==> src/rtl/spi_mon_pkg.sv <==
package spi_mon_pkg;

  localparam int SIG_SCLK = 0;
  localparam int SIG_CS   = 1;
  localparam int SIG_MOSI = 2;
  localparam int SIG_MISO = 3;
  localparam int SIG_N    = 4;
  localparam int EDGE_N   = 2;

  localparam int LANE_MOSI = 0;
  localparam int LANE_MISO = 1;
  localparam int LANE_N    = 2;

  typedef enum logic {
    SMP_RISE = 1'b0,
    SMP_FALL = 1'b1
  } smp_edge_e;

  function automatic smp_edge_e pick_edge(input logic cpol, input logic cpha);
    return (cpol == cpha) ? SMP_RISE : SMP_FALL;
  endfunction

endpackage

==> src/rtl/spi_mon_front.sv <==
module spi_mon_front #(
  parameter int SIG_W       = 4,
  parameter int EDGE_W      = 2,
  parameter int SYNC_STAGES = 2,
  localparam int WARM_W     = $clog2(SYNC_STAGES + 2)
) (
  input  logic              clk,
  input  logic              rst,
  input  logic [SIG_W-1:0]  pins,
  output logic [SIG_W-1:0]  cur,
  output logic [EDGE_W-1:0] prv,
  output logic              live,
  output logic              init_pulse
);

  logic [SIG_W-1:0]  stg [SYNC_STAGES];
  logic [EDGE_W-1:0] dly;
  logic [WARM_W-1:0] warm;

  always_ff @(posedge clk) begin
    if (rst) begin
      for (int i = 0; i < SYNC_STAGES; i++) stg[i] <= '0;
    end else begin
      stg[0] <= pins;
      for (int i = 1; i < SYNC_STAGES; i++) stg[i] <= stg[i-1];
    end
  end

  always_ff @(posedge clk) begin
    if (rst) begin
      dly  <= '0;
      warm <= '0;
    end else begin
      dly <= stg[SYNC_STAGES-1][EDGE_W-1:0];
      if (warm != WARM_W'(SYNC_STAGES + 1)) warm <= warm + WARM_W'(1);
    end
  end

  assign cur        = stg[SYNC_STAGES-1];
  assign prv        = dly;
  assign live       = (warm == WARM_W'(SYNC_STAGES + 1));
  assign init_pulse = (warm == WARM_W'(SYNC_STAGES));

  p_live_sticky_r5: assert property (@(posedge clk) disable iff (rst)
    live |=> live);
  p_init_once_r5: assert property (@(posedge clk) disable iff (rst)
    init_pulse |=> (!init_pulse && live));

endmodule

==> src/rtl/spi_mon_lane.sv <==
module spi_mon_lane #(
  parameter int WORD_W = 128,
  localparam int IDX_W = $clog2(WORD_W)
) (
  input  logic              clk,
  input  logic              rst,
  input  logic              en,
  input  logic              take,
  input  logic              done,
  input  logic              clear,
  input  logic [IDX_W-1:0]  pos,
  input  logic              bit_in,
  output logic [WORD_W-1:0] word,
  output logic              word_ok
);

  logic [WORD_W-1:0] acc;
  logic [WORD_W-1:0] acc_next;

  always_comb begin
    acc_next = acc | (WORD_W'(bit_in) << pos);
  end

  always_ff @(posedge clk) begin
    if (rst) begin
      acc     <= '0;
      word    <= '0;
      word_ok <= 1'b0;
    end else if (clear) begin
      acc <= '0;
    end else if (done) begin
      acc     <= '0;
      word    <= en ? acc_next : '0;
      word_ok <= en;
    end else if (take) begin
      acc <= acc_next;
    end
  end

  p_dis_zero_r8: assert property (@(posedge clk) disable iff (rst)
    !word_ok |-> (word == '0));
  p_acc_clear_r4: assert property (@(posedge clk) disable iff (rst)
    clear |=> (acc == '0));

endmodule

==> src/rtl/spi_bus_monitor.sv <==
module spi_bus_monitor #(
  parameter int  MAX_WORD = 128,
  parameter int  MIN_WORD = 4,
  parameter int  SYNC_STAGES = 2,
  localparam int LEN_W = $clog2(MAX_WORD + 1),
  localparam int IDX_W = $clog2(MAX_WORD)
) (
  input  logic                clk,
  input  logic                rst,
  input  logic                spi_sclk,
  input  logic                spi_cs,
  input  logic                spi_mosi,
  input  logic                spi_miso,
  input  logic                cfg_cpol,
  input  logic                cfg_cpha,
  input  logic                cfg_cs_active_high,
  input  logic                cfg_cs_en,
  input  logic                cfg_lsb_first,
  input  logic [LEN_W-1:0]    cfg_word_len,
  input  logic                cfg_mosi_en,
  input  logic                cfg_miso_en,
  output logic                word_valid,
  output logic [MAX_WORD-1:0] mosi_word,
  output logic                mosi_ok,
  output logic [MAX_WORD-1:0] miso_word,
  output logic                miso_ok,
  output logic                cs_evt_valid,
  output logic                cs_evt_old_known,
  output logic                cs_evt_old,
  output logic                cs_evt_new
);
  import spi_mon_pkg::*;

  logic [SIG_N-1:0]  pins;
  logic [SIG_N-1:0]  cur;
  logic [EDGE_N-1:0] prv;
  logic              live;
  logic              init_pulse;

  assign pins[SIG_SCLK] = spi_sclk;
  assign pins[SIG_CS]   = spi_cs;
  assign pins[SIG_MOSI] = spi_mosi;
  assign pins[SIG_MISO] = spi_miso;

  spi_mon_front #(
    .SIG_W(SIG_N), .EDGE_W(EDGE_N), .SYNC_STAGES(SYNC_STAGES)
  ) u_front (
    .clk(clk), .rst(rst), .pins(pins), .cur(cur), .prv(prv),
    .live(live), .init_pulse(init_pulse)
  );

  // Decode of edges and framing
  logic       sclk_rise, sclk_fall, smp_hit;
  logic       cs_chg, cs_act;
  logic       take, done;
  smp_edge_e  smp_sel;
  logic [LEN_W-1:0] len_eff;
  logic [LEN_W-1:0] last_idx;
  logic [IDX_W-1:0] bit_cnt;
  logic [IDX_W-1:0] bit_pos;

  always_comb begin
    if (cfg_word_len < LEN_W'(MIN_WORD))      len_eff = LEN_W'(MIN_WORD);
    else if (cfg_word_len > LEN_W'(MAX_WORD)) len_eff = LEN_W'(MAX_WORD);
    else                                      len_eff = cfg_word_len;
    last_idx = len_eff - LEN_W'(1);
  end

  always_comb begin
    sclk_rise = cur[SIG_SCLK] & ~prv[SIG_SCLK];
    sclk_fall = ~cur[SIG_SCLK] & prv[SIG_SCLK];
    smp_sel   = pick_edge(cfg_cpol, cfg_cpha);
    smp_hit   = (smp_sel == SMP_RISE) ? sclk_rise : sclk_fall;
    cs_chg    = live & cfg_cs_en & (cur[SIG_CS] ^ prv[SIG_CS]);
    cs_act    = !cfg_cs_en ||
                (cfg_cs_active_high ? cur[SIG_CS] : !cur[SIG_CS]);
    take      = live & !cs_chg & smp_hit & cs_act;
    done      = take & (LEN_W'(bit_cnt) >= last_idx);
    bit_pos   = cfg_lsb_first ? bit_cnt : (IDX_W'(last_idx) - bit_cnt);
  end

  always_ff @(posedge clk) begin
    if (rst) begin
      bit_cnt <= '0;
    end else if (cs_chg || done) begin
      bit_cnt <= '0;
    end else if (take) begin
      bit_cnt <= bit_cnt + IDX_W'(1);
    end
  end

  // Word lanes
  logic                lane_bit  [LANE_N];
  logic                lane_en   [LANE_N];
  logic [MAX_WORD-1:0] lane_word [LANE_N];
  logic                lane_ok   [LANE_N];

  assign lane_bit[LANE_MOSI] = cur[SIG_MOSI];
  assign lane_bit[LANE_MISO] = cur[SIG_MISO];
  assign lane_en[LANE_MOSI]  = cfg_mosi_en;
  assign lane_en[LANE_MISO]  = cfg_miso_en;

  for (genvar gi = 0; gi < LANE_N; gi++) begin : g_lane
    spi_mon_lane #(.WORD_W(MAX_WORD)) u_lane (
      .clk(clk), .rst(rst), .en(lane_en[gi]), .take(take), .done(done),
      .clear(cs_chg), .pos(bit_pos), .bit_in(lane_bit[gi]),
      .word(lane_word[gi]), .word_ok(lane_ok[gi])
    );
  end

  assign mosi_word = lane_word[LANE_MOSI];
  assign mosi_ok   = lane_ok[LANE_MOSI];
  assign miso_word = lane_word[LANE_MISO];
  assign miso_ok   = lane_ok[LANE_MISO];

  // Strobes and chip-select events
  always_ff @(posedge clk) begin
    if (rst) begin
      word_valid       <= 1'b0;
      cs_evt_valid     <= 1'b0;
      cs_evt_old_known <= 1'b0;
      cs_evt_old       <= 1'b0;
      cs_evt_new       <= 1'b0;
    end else begin
      word_valid <= done;
      if (cs_chg) begin
        cs_evt_valid     <= 1'b1;
        cs_evt_old_known <= 1'b1;
        cs_evt_old       <= prv[SIG_CS];
        cs_evt_new       <= cur[SIG_CS];
      end else if (init_pulse && cfg_cs_en) begin
        cs_evt_valid     <= 1'b1;
        cs_evt_old_known <= 1'b0;
        cs_evt_old       <= 1'b0;
        cs_evt_new       <= cur[SIG_CS];
      end else begin
        cs_evt_valid <= 1'b0;
      end
    end
  end

  p_one_cycle_r7: assert property (@(posedge clk) disable iff (rst)
    word_valid |=> !word_valid);
  p_cs_clear_r4: assert property (@(posedge clk) disable iff (rst)
    cs_chg |=> (bit_cnt == '0 && !word_valid));
  p_evt_diff_r4: assert property (@(posedge clk) disable iff (rst)
    (cs_evt_valid && cs_evt_old_known) |-> (cs_evt_old != cs_evt_new));
  p_idle_hold_r3: assert property (@(posedge clk) disable iff (rst)
    (live && cfg_cs_en && !cs_chg && !cs_act) |=> $stable(bit_cnt));
  p_no_evt_r9: assert property (@(posedge clk) disable iff (rst)
    cs_evt_valid |-> $past(cfg_cs_en));

endmodule

==> config.mk <==
export PLATFORM = sky130hd
export DESIGN_NAME = spi_bus_monitor
export DESIGN_NICKNAME = d
export VERILOG_FILES = /design/src/rtl/spi_mon_pkg.sv /design/src/rtl/spi_mon_front.sv /design/src/rtl/spi_mon_lane.sv /design/src/rtl/spi_bus_monitor.sv
export SDC_FILE = /design/constraint.sdc
export NUM_CORES = 1
export LEC_CHECK = 0
export BUFFER_PORTS_ARGS = -buffer_cell sky130_fd_sc_hd__buf_2
export CAP_MARGIN = 20
export CORE_UTILIZATION = 57
export CTS_CLUSTER_DIAMETER = 60
export DETAILED_ROUTE_END_ITERATION = 16
export GPL_ROUTABILITY_DRIVEN = 0
export GPL_TIMING_DRIVEN = 1
export PLACE_DENSITY = 0.79
export SKIP_CTS_REPAIR_TIMING = 1
export SYNTH_ARGS = -nofsm -noshare
export SYNTH_HDL_FRONTEND = slang
export SYNTH_SLANG_ARGS = --single-unit
==> constraint.sdc <==
create_clock -name clk -period 6.45 [get_ports clk]
set_input_delay 0.645 -clock clk [delete_from_list [all_inputs] [get_ports clk]]
set_output_delay 0.645 -clock clk [all_outputs]
set_load 0.1 [all_outputs]
Word-level counts from Yosys, hierarchy flattened:

Memories as Yosys holds them, arrays and structs flattened.
Index checks and enable logic that the tools add are counted.

* output and inout bits: 263
* register bits: 530
* RAM bits: 8
* word-level logic and storage cells: 73
* input bits: 21
* memories kept: 1

* shifts and indexed selects: 2
* add/sub/neg operators: 4
* reduce and logical (&&, ||, !) cells: 10
* equal/unequal tests: 4
* bitwise operators: 16
* order comparisons: 3
* mux-type cells: 19

Memories
* u_front.stg: words 2, bits a word 4, read ports 2, clocked after memory_dff 0, wr ports 2, RTL line spi_mon_front.sv:16 `logic [SIG_W-1:0] stg [SYNC_STAGES];`

Operator list (count)
* $mux 128: 2
* $or 128x128->128: 2
* $shl 1x7->128: 2
* $mux 8: 2
* $mux 1: 12
* $and 1x1->1: 8
* $ge 7x8->1: 1
* $gt 8x8->1 const B: 1
* $lt 8x3->1 const B: 1
* $mux 4: 2
* $sub 8x1->8 const B: 1
* $add 7x1->7 const B: 1
* $mux 7: 1
* $sub 7x7->7: 1
* $eq 2x2->1 const B: 2
* $logic_not 1->1: 3
* $not 1->1: 3
* $reduce_or 3->1: 1
* $add 2x1->2 const B: 1
* $logic_or 1x1->1: 2
* $ne 2x2->1 const B: 1
* $or 1x1->1: 2
* $reduce_and 2->1: 1
* $reduce_bool 2->1: 1
* other kinds (4): 4

Logic depth before layout (Yosys ltp):

Gate-level depths: netlist (run 1).

* word-level depth: 10
* mapped depth: 19
* mapped depth without buffers: 16

Hierarchy:

Synthesis (run 1) repeated with hierarchy kept, for this count alone.

* cells, all modules: 2394
* area, all modules: 22006.1 um2

Modules (own cells, without submodules)
* spi_mon_lane: seq. area each 5144.9 um2, times used 2, cells an instance 1087, area an instance 10080.9 um2
* spi_bus_monitor: seq. area each 240.2 um2, times used 1, cells an instance 184, area an instance 1433.9 um2
* spi_mon_front: seq. area each 240.2 um2, times used 1, cells an instance 36, area an instance 410.4 um2

Worst setup path before layout (run 1):

Ideal clock, no wire load.

* path kind: input to register
* start point: input cfg_word_len[3]
* end point: register g_lane[1].u_lane.word[65]
* data required time: 6.374 ns
* data arrival time: 4.085 ns
* setup slack: 2.289 ns
* buffers on the path: 3
* stages on the path: 18
* setup time: 0.076 ns
* cells stage by stage: or3_1 > nor3_1 > nor2_1 > nand2_1 > ha_1 > inv_1 > o311ai_0 > nand2_1 > ha_1 > buf_2 > o21ai_0 > a21oi_1 > mux2i_1 > and4bb_2 > buf_2 > buf_2 > nand3_2 > o22ai_1

* word-level cells in the longest chain between the ends: 9
* elaborated cells between the ends (all ways): 13
* classes of those cells: add/sub: 2; order compare: 3; shift: 1; mux: 4; bitwise: 2; reduce/logical: 1

RTL lines
* from (decl): RTL line spi_bus_monitor.sv:19 `input logic [LEN_W-1:0] cfg_word_len,`
* $gt 8x8->1: RTL line spi_bus_monitor.sv:64 `else if (cfg_word_len > LEN_W'(MAX_WORD)) len_eff = LEN_W'(MAX_WORD);`
* $mux 8: RTL line spi_bus_monitor.sv:64
* $mux 8 (*): RTL line spi_bus_monitor.sv:63 `if (cfg_word_len < LEN_W'(MIN_WORD)) len_eff = LEN_W'(MIN_WORD);`
* $sub 8x1->8 (*): RTL line spi_bus_monitor.sv:66 `last_idx = len_eff - LEN_W'(1);`
* $sub 7x7->7: RTL line spi_bus_monitor.sv:79 `bit_pos = cfg_lsb_first ? bit_cnt : (IDX_W'(last_idx) - bit_cnt);`
* $mux 7: RTL line spi_bus_monitor.sv:79
* $shl 1x7->128: RTL line spi_mon_lane.sv:21 `acc_next = acc | (WORD_W'(bit_in) << pos);`
* $or 128x128->128: RTL line spi_mon_lane.sv:21
* $mux 128: RTL line spi_mon_lane.sv:33 `word <= en ? acc_next : '0;`
* to (signal assigned): RTL line spi_mon_lane.sv:33
* to (decl): RTL line spi_mon_lane.sv:13 `output logic [WORD_W-1:0] word,`

Every way passes the cells marked *; elsewhere a longest branch is shown, timed or not.
A chain may end at the register's enable or synchronous reset.

Worst setup path in the final report (run 1):

* start point: input cfg_word_len[3]
* end point: register g_lane[1].u_lane.word[24]

Same word-level chain as after synthesis.

==> impl_results.md, run 1 <==
* Dpl hpwl at 46.5 mm
* Initial antenna violation count at 1
* Max rail drop VDD at 202 uV
* Final net count at 2505
* Final hold violations at 0
* Critical Path AT at 5.77 ns
* Clock sinks at 538
* Starting Density at 0.580
* Tmin final at 5.28 ns
* Syn. warnings at 0
* CP max stage delay at 0.74 ns
* I/O pins at 284
* Antenna diode count at 0
* Synth area leader: dfxtp_1
* Outcome: completed
* Async S/R FF share, synth at 0
* Top post-synthesis cells by area: dfxtp_1 (49%), o2bb2ai_1 (7.7%), nor4_1 (4.0%)
* RSZ-0062 raised after global routing: false
* Core Region at 37700 um^2
* First-pass GRT wire length at 114 mm
* Number of synthesized flops with an enable pin at 0
* Routed WL at 75.4 mm
* Post-synth cell types at 57
* FP Rows at 71
* Worst R2R Setup Slack at 2.35 ns
* Vias in the first global route at 19.6k
* Fin Setup TNS at 0 ns
* Clk slew on worst S/H paths at 0.06 ns
* Crit end category: flip-flop
* Slew headroom at 0.268
* Clk_skew at 0.0260 ns
* Cell Count, Final, Fillers Out at 3019
* Slowest stage cell, crit path: and4_1
* Pre-Repair DR Iteration Count at 6
* Max H-tree Level at 2
* Fraction of layout cells with a size suffix above 1 at 0.178
* Residual DRC at 0
* Reg2reg end: g_lane[0].u_lane.word[32]
* Hold EP: u_front.stg[0][0]
* Cell area after synthesis at 21800 um^2
* Remaining global-route overflow at 0
* CP cell instances: buf_2 > or3_1 > nor3_1 > nor2_1 > nand2_1 > ha_1 > inv_1 > o311ai_0 > nand2_1 > ha_1 > o21a_1 > o21ai_0 > nand2b_2 > buf_4 > and4_1 > nand4_1 > o21ai_0
* Cells on worst reg2reg path at 10
* Gate Count Post-Synth at 2350
* Worst EP required at 6.94 ns
* Crit-path max FO at 82
* Die Y at 198 um
* Class of the worst hold path: in -> reg
* Clock Latency Late Sink at 0.61 ns
* Via count at 20.9k
* RR Startpoint: bit_cnt[0]
* Maxcap violations at 0
* DR WL/cell at 25.0 um
* Pins Over Slew Limit at 0
* Final core utilization at 0.667
* Primary FF master, synth: dfxtp_1
* GR Util All Layers at 0.374
* F_max at 189 MHz
* Pwr/cell area at 278 nW/um^2
* Syn nets at 2389
* # placed instances at 2923
* Mean Syn Cell Area at 9.29 um^2
* IO buf count at 283
* Synth top area share at 0.493
* Synth Register Bits at 538
* Slew @ Worst Pin at 1.10 ns
* Commonest non-fill, non-tap cells in the layout: dfxtp_1 (538), buf_2 (283), o2bb2ai_1 (192)
* Num CTS Buffers at 52
* Design area at 25100 um^2
* CTS tree: built
* Die X at 198 um
* WHS Path Cells at 2
* Layout Area Growth over Synthesis at 15.1%
* CTS Buffer Depth at 3
* Post-synthesis sequential area ratio at 0.493
* Startpoint types: input pin
* Clock root buffer: clkbuf_16
* Final period util at 0.818
* FILL cells at 3046
* Leading cell type in the layout, fill and taps excluded: dfxtp_1
* DR iter-0 viols at 2639
* Worst Hold Launch: spi_sclk
* Placed cell areas at 23300 um^2
* Via-to-Cell Ratio at 6.92
* Largest net degree at the start of global routing at 121
* LEAKAGE at 8.71 nW
* Final setup vio count at 0
* Routed Antenna Nets at 0
* Worst Setup Path Type: in -> reg
* Die area at 39100 um^2
synth_stat cells, types with 4 or more instances:
| library cell | count |
|---|---|
| a21oi_1 | 148 |
| a311oi_1 | 80 |
| a31oi_1 | 82 |
| a32o_1 | 64 |
| and2_1 | 10 |
| and3_1 | 9 |
| buf_1 | 17 |
| buf_2 | 82 |
| buf_4 | 5 |
| clkbuf_1 | 161 |
| dfxtp_1 | 538 |
| ha_1 | 17 |
| inv_1 | 95 |
| mux2i_1 | 4 |
| nand2_1 | 186 |
| nand2b_1 | 7 |
| nand3_1 | 70 |
| nand3_2 | 12 |
| nand3b_1 | 41 |
| nand4_1 | 26 |
| nor2_1 | 28 |
| nor2b_1 | 12 |
| nor4_1 | 138 |
| o211ai_1 | 40 |
| o21ai_0 | 84 |
| o22ai_1 | 120 |
| o2bb2ai_1 | 192 |
| o31ai_4 | 4 |
| o32ai_1 | 16 |
| or3_1 | 6 |
| xnor2_1 | 10 |
| xor2_1 | 6 |
worst max path at each step:
stage	from	to	slack, ns
final	cfg_word_len[3]	g_lane[1].u_lane.word[24]	1.17
after global routing	cfg_word_len[3]	g_lane[1].u_lane.word[125]	0.85
after CTS	cfg_word_len[3]	g_lane[0].u_lane.word[81]	1.31
after detailed placement	cfg_word_len[3]	g_lane[1].u_lane.word[16]	0.72
after global placement	cfg_word_len[3]	g_lane[0].u_lane.word[0]	0.81
after floorplan	cfg_word_len[3]	g_lane[1].u_lane.word[65]	2.29
through the flow:
stage | hold slack [ns] | worst slack [ns] | power [mW]
floorplan | 0.414 | 2.29 | 3.65
global placement | 0.417 | 0.807 | 3.76
detailed placement | 0.428 | 0.720 | 3.77
CTS | 0.261 | 1.31 | 6.98
global route | 0.300 | 0.848 | 7.13
finish | 0.274 | 1.17 | 6.99
logic make-up after synthesis:
| group | after synthesis | share of synthesized area |
|---|---|---|
| AND/OR/NAND/NOR | 558 | 0.137 |
| AO/OA/AOI/OAI | 855 | 0.283 |
| buffers and inverters | 361 | 0.0677 |
| flip-flops | 538 | 0.493 |
| XOR/XNOR | 16 | 0.00642 |
| adder cells (fa/ha/maj) | 18 | 0.0107 |
| multiplexers | 4 | 0.00183 |
where the power goes:
group / switching [mW] / internal [mW] / leakage (nW)
clock: 1.31 / 1.97 / 0.908
combinational: 0.305 / 0.0777 / 3.47
sequential: 0.00448 / 3.33 / 4.33
state kept, by name, indices dropped and copies added, names as in the netlist:
register and cells:
cs_evt_new 1, cs_evt_old_known 1, cs_evt_valid 1, g_lane.u_lane.word 256, u_front.prv 2, u_front.stg 8, g_lane.u_lane.acc 256, u_front.warm 2
bit_cnt 7, g_lane.u_lane.word_ok 2, word_valid 1, cs_evt_old 1
critical path, delay by kind of cell:
| family | cells | cell delay [ns] |
|---|---|---|
| simple gates | 8 | 2.62 |
| compound gates | 4 | 0.91 |
| fa+ha+maj | 2 | 0.64 |
| buf+inv | 3 | 0.93 |
layout make-up:
type | instances | area [um^2] | share of cell area
clock buffer | 78 | 1540 | 0.0613
clock inverter | 18 | 302 | 0.0120
inverter | 95 | 357 | 0.0142
multi-input combinational | 1451 | 9670 | 0.385
sequential | 538 | 10800 | 0.428
tap | 511 | 639 | 0.0254
timing repair buffer | 328 | 1860 | 0.0740
per-layer routing:
metal | GRT usage | routed length (um) | up-vias
met4 | 0.196 | 3790 | 0
met2 | 0.576 | 33800 | 1445
met1 | 0.486 | 28400 | 9958
met3 | 0.0882 | 9450 | 271
li1 | - | - | 9215
met5 | 0 | 0 | -
No activity file was read; power rests on OpenSTA's default activity.
==> run 2, diff against run 1 <==
--- a/config.mk
+++ b/config.mk
@@ -5,14 +5,15 @@
 export SDC_FILE = /design/constraint.sdc
 export NUM_CORES = 1
 export LEC_CHECK = 0
+export ABC_AREA = 1
 export BUFFER_PORTS_ARGS = -buffer_cell sky130_fd_sc_hd__buf_2
 export CAP_MARGIN = 20
-export CORE_UTILIZATION = 57
+export CORE_UTILIZATION = 53
 export CTS_CLUSTER_DIAMETER = 60
 export DETAILED_ROUTE_END_ITERATION = 16
 export GPL_ROUTABILITY_DRIVEN = 0
 export GPL_TIMING_DRIVEN = 1
-export PLACE_DENSITY = 0.79
+export PLACE_DENSITY = 0.77
 export SKIP_CTS_REPAIR_TIMING = 1
 export SYNTH_ARGS = -nofsm -noshare
 export SYNTH_HDL_FRONTEND = slang
==> constraint.sdc (replaced) <==
create_clock -name clk -period 4.6 [get_ports clk]
set_input_delay 0.46 -clock clk [delete_from_list [all_inputs] [get_ports clk]]
set_output_delay 0.46 -clock clk [all_outputs]
set_load 0.1 [all_outputs]
==> run 2 against run 1 <==
Against the previous run:
- wire length shrank 11%
- combinational power rose by 73%
- first-iteration DRC count shrank 29%
- setup slack lost 0.15 ns
- final cell count rose by 32%
- largest power group is now clock
- clock skew increased by 0.0012 ns
- utilization fell by 3.9 points
- global-route usage is 7.8 points lower
- synthesized cell count grew 35%
- clock power increased by 50%
- non-clock buffer count decreased by 1
==> impl_results.md, run 2 <==
* LEAKAGE at 11.0 nW
* Maxcap violations at 0
* Number of synthesized flops with an enable pin at 0
* Met2 Usage GRT at 0.474
* Layout Area Growth over Synthesis at 16.0%
* Pins Over Slew Limit at 0
* Clock group share of total power at 0.479
* Slew headroom at 0.149
* Worst Setup Path Type: in -> reg
* I/O pins at 284
* Count leader, synth: nand2_1
* Core Region at 43400 um^2
* RR Startpoint: bit_cnt[0]
* Total power at 10.2 mW
* Syn nets at 3215
* Worst EP required at 5.13 ns
* Slew @ Worst Pin at 1.28 ns
* Top post-synthesis cells by area: dfxtp_1 (46%), nand2_1 (13%), nand3_1 (6.7%)
* Sequential power share at 0.456
* Pre-CTS setup slack at 0.462 ns
* FP Rows at 76
* F_max at 279 MHz
* Fraction of layout cells with a size suffix above 1 at 0.161
* GR peak layer: met2
* Gate power share at 0.065
* Die X at 213 um
* Routed WL at 67.4 mm
* Primary FF master, synth: dfxtp_1
* CTS tree: built
* Via count at 21.1k
* Max H-tree Level at 2
* Async S/R FF share, synth at 0
* Worst hold slack at 0.0596 ns
* Clock Latency Late Sink at 0.62 ns
* Clock sinks at 538
* Largest net degree at the start of global routing at 222
* FILL cells at 3832
* Crit end category: flip-flop
* Sequential standard cell area at 10800 um^2
* DR WL/cell at 16.9 um
* Syn. warnings at 0
* First-pass GRT wire length at 104 mm
* Initial antenna violation count at 1
* Design area at 27300 um^2
* Tmin final at 3.58 ns
* Residual DRC at 0
* DR iter-0 viols at 1886
* Routed Antenna Nets at 0
* Die area at 45200 um^2
* Synth area leader: dfxtp_1
* IO buf count at 283
* Num CTS Buffers at 57
* Vias in the first global route at 19.1k
* # placed instances at 3875
* Internal cell power at 7.77 mW
* Crit-path max FO at 17
* Synth Register Bits at 538
* Final net count at 3388
* Class of the worst hold path: in -> reg
* Startpoint types: input pin
* Critical Path AT at 4.11 ns
* Cell Count, Final, Fillers Out at 3983
* Placed cell areas at 25200 um^2
* Commonest non-fill, non-tap cells in the layout: nand2_1 (840), dfxtp_1 (538), nor2_1 (350)
* RSZ-0062 raised after global routing: false
* Leading cell type in the layout, fill and taps excluded: nand2_1
* Psw at 2.46 mW
* Max rail drop VDD at 285 uV
* Via-to-Cell Ratio at 5.31
* Post-synthesis sequential area ratio at 0.459
* Dpl hpwl at 43.4 mm
* Fin Setup TNS at 0 ns
* Worst Hold Launch: spi_miso
* WHS Path Cells at 3
* Largest regs: g_lane.u_lane.acc x256, g_lane.u_lane.word x256, u_front.stg x8
* Cells on worst reg2reg path at 13
* GR Util All Layers at 0.296
* Final period util at 0.778
* Reg2reg end: g_lane[1].u_lane.word[25]
* Outcome: completed
* Clk slew on worst S/H paths at 0.06 ns
* Met3 Track Usage GR at 0.0489
* Pwr/cell area at 376 nW/um^2
* CTS Buffer Depth at 3
* Mean Syn Cell Area at 7.40 um^2
* Clock root buffer: clkbuf_16
* Switching part of the total power at 0.240
* Cell area after synthesis at 23500 um^2
* Die Y at 213 um
* Clk_skew at 0.0272 ns
* Post-synth cell types at 31
* Hold EP: u_front.stg[0][3]
* Worst R2R Setup Slack at 1.36 ns
* Final core utilization at 0.629
* Starting Density at 0.542
* Pre-Repair DR Iteration Count at 6
* Remaining global-route overflow at 0
* Footprint of the multi-input gates at 10500 um^2
* Gate Count Post-Synth at 3176
* Final WS setup at 1.02 ns
* Met1 Usage GRT at 0.383
* List of most frequent post-synthesis cells: nand2_1 (844), dfxtp_1 (538), nor2_1 (350)
* Final hold violations at 0
* Synth top area share at 0.459
* Final setup vio count at 0
## run 2: area by class of cell
| cell class | count | share of cell area |
|---|---|---|
| antenna | 1 | 0.0000918 |
| clock buffer | 87 | 0.0632 |
| clock inverter | 20 | 0.0110 |
| inverter | 311 | 0.0428 |
| multi-input combinational | 2114 | 0.386 |
| sequential | 538 | 0.395 |
| tap | 585 | 0.0269 |
| timing repair buffer | 327 | 0.0746 |
## run 2: cell families (layout without fill, tap and decap cells)
group / after synthesis / in the layout / share of synthesized area
simple gates: 1800 / 1800 / 0.371
compound gates: 287 / 287 / 0.0613
buf+inv: 524 / 745 / 0.0956
other cells: 0 / 1 / 0
fa+ha+maj: 18 / 18 / 0.00991
xor+xnor: 9 / 9 / 0.00336
flops: 538 / 538 / 0.459
## run 2: critical path, cell delays in order
cell,delay (ns)
buf_2,0.10
nor2_1,0.10
nand3_1,0.13
o21ai_0,0.27
nand2_1,0.16
xor2_1,0.27
inv_1,0.08
ha_1,0.40
nand2_1,0.10
inv_2,0.08
nand2_1,0.06
nand2_1,0.06
nand2_1,0.06
nand3_1,0.06
nand2_1,0.38
nor2_1,0.86
nand3_1,0.15
nand2_1,0.12
nand2_1,0.06
a21oi_1,0.14
## run 2: routing by layer
| layer | routed length [um] | vias to the layer above |
|---|---|---|
| met1 | 27800 | 9768 |
| met5 | 0 | - |
| met2 | 31200 | 817 |
| li1 | - | 10400 |
| met4 | 3280 | 0 |
| met3 | 5130 | 172 |
## run 2: how the worst max path moves through the flow
stage                    start                   endpoint  depth (start not counted)
2_1_floorplan  cfg_word_len[4]  g_lane[1].u_lane.acc[101]                         17
3_3_place_gp   cfg_word_len[4]   g_lane[0].u_lane.acc[24]                         20
3_5_place_dp   cfg_word_len[4]  g_lane[1].u_lane.word[89]                         20
4_1_cts        cfg_word_len[4]  g_lane[1].u_lane.word[25]                         20
5_1_grt        cfg_word_len[4]  g_lane[1].u_lane.word[25]                         20
6_report       cfg_word_len[4]  g_lane[1].u_lane.word[25]                         20
## run 2: power groups by stage
stage               registers, mW  logic (mW)  clock network (mW)
finish                       4.67       0.662                4.90
global route                 4.67       0.715                5.16
CTS                          4.67       0.653                4.96
detailed placement           4.78       0.652                   0
global placement             4.78       0.649                   0
floorplan                    4.78       0.471                   0
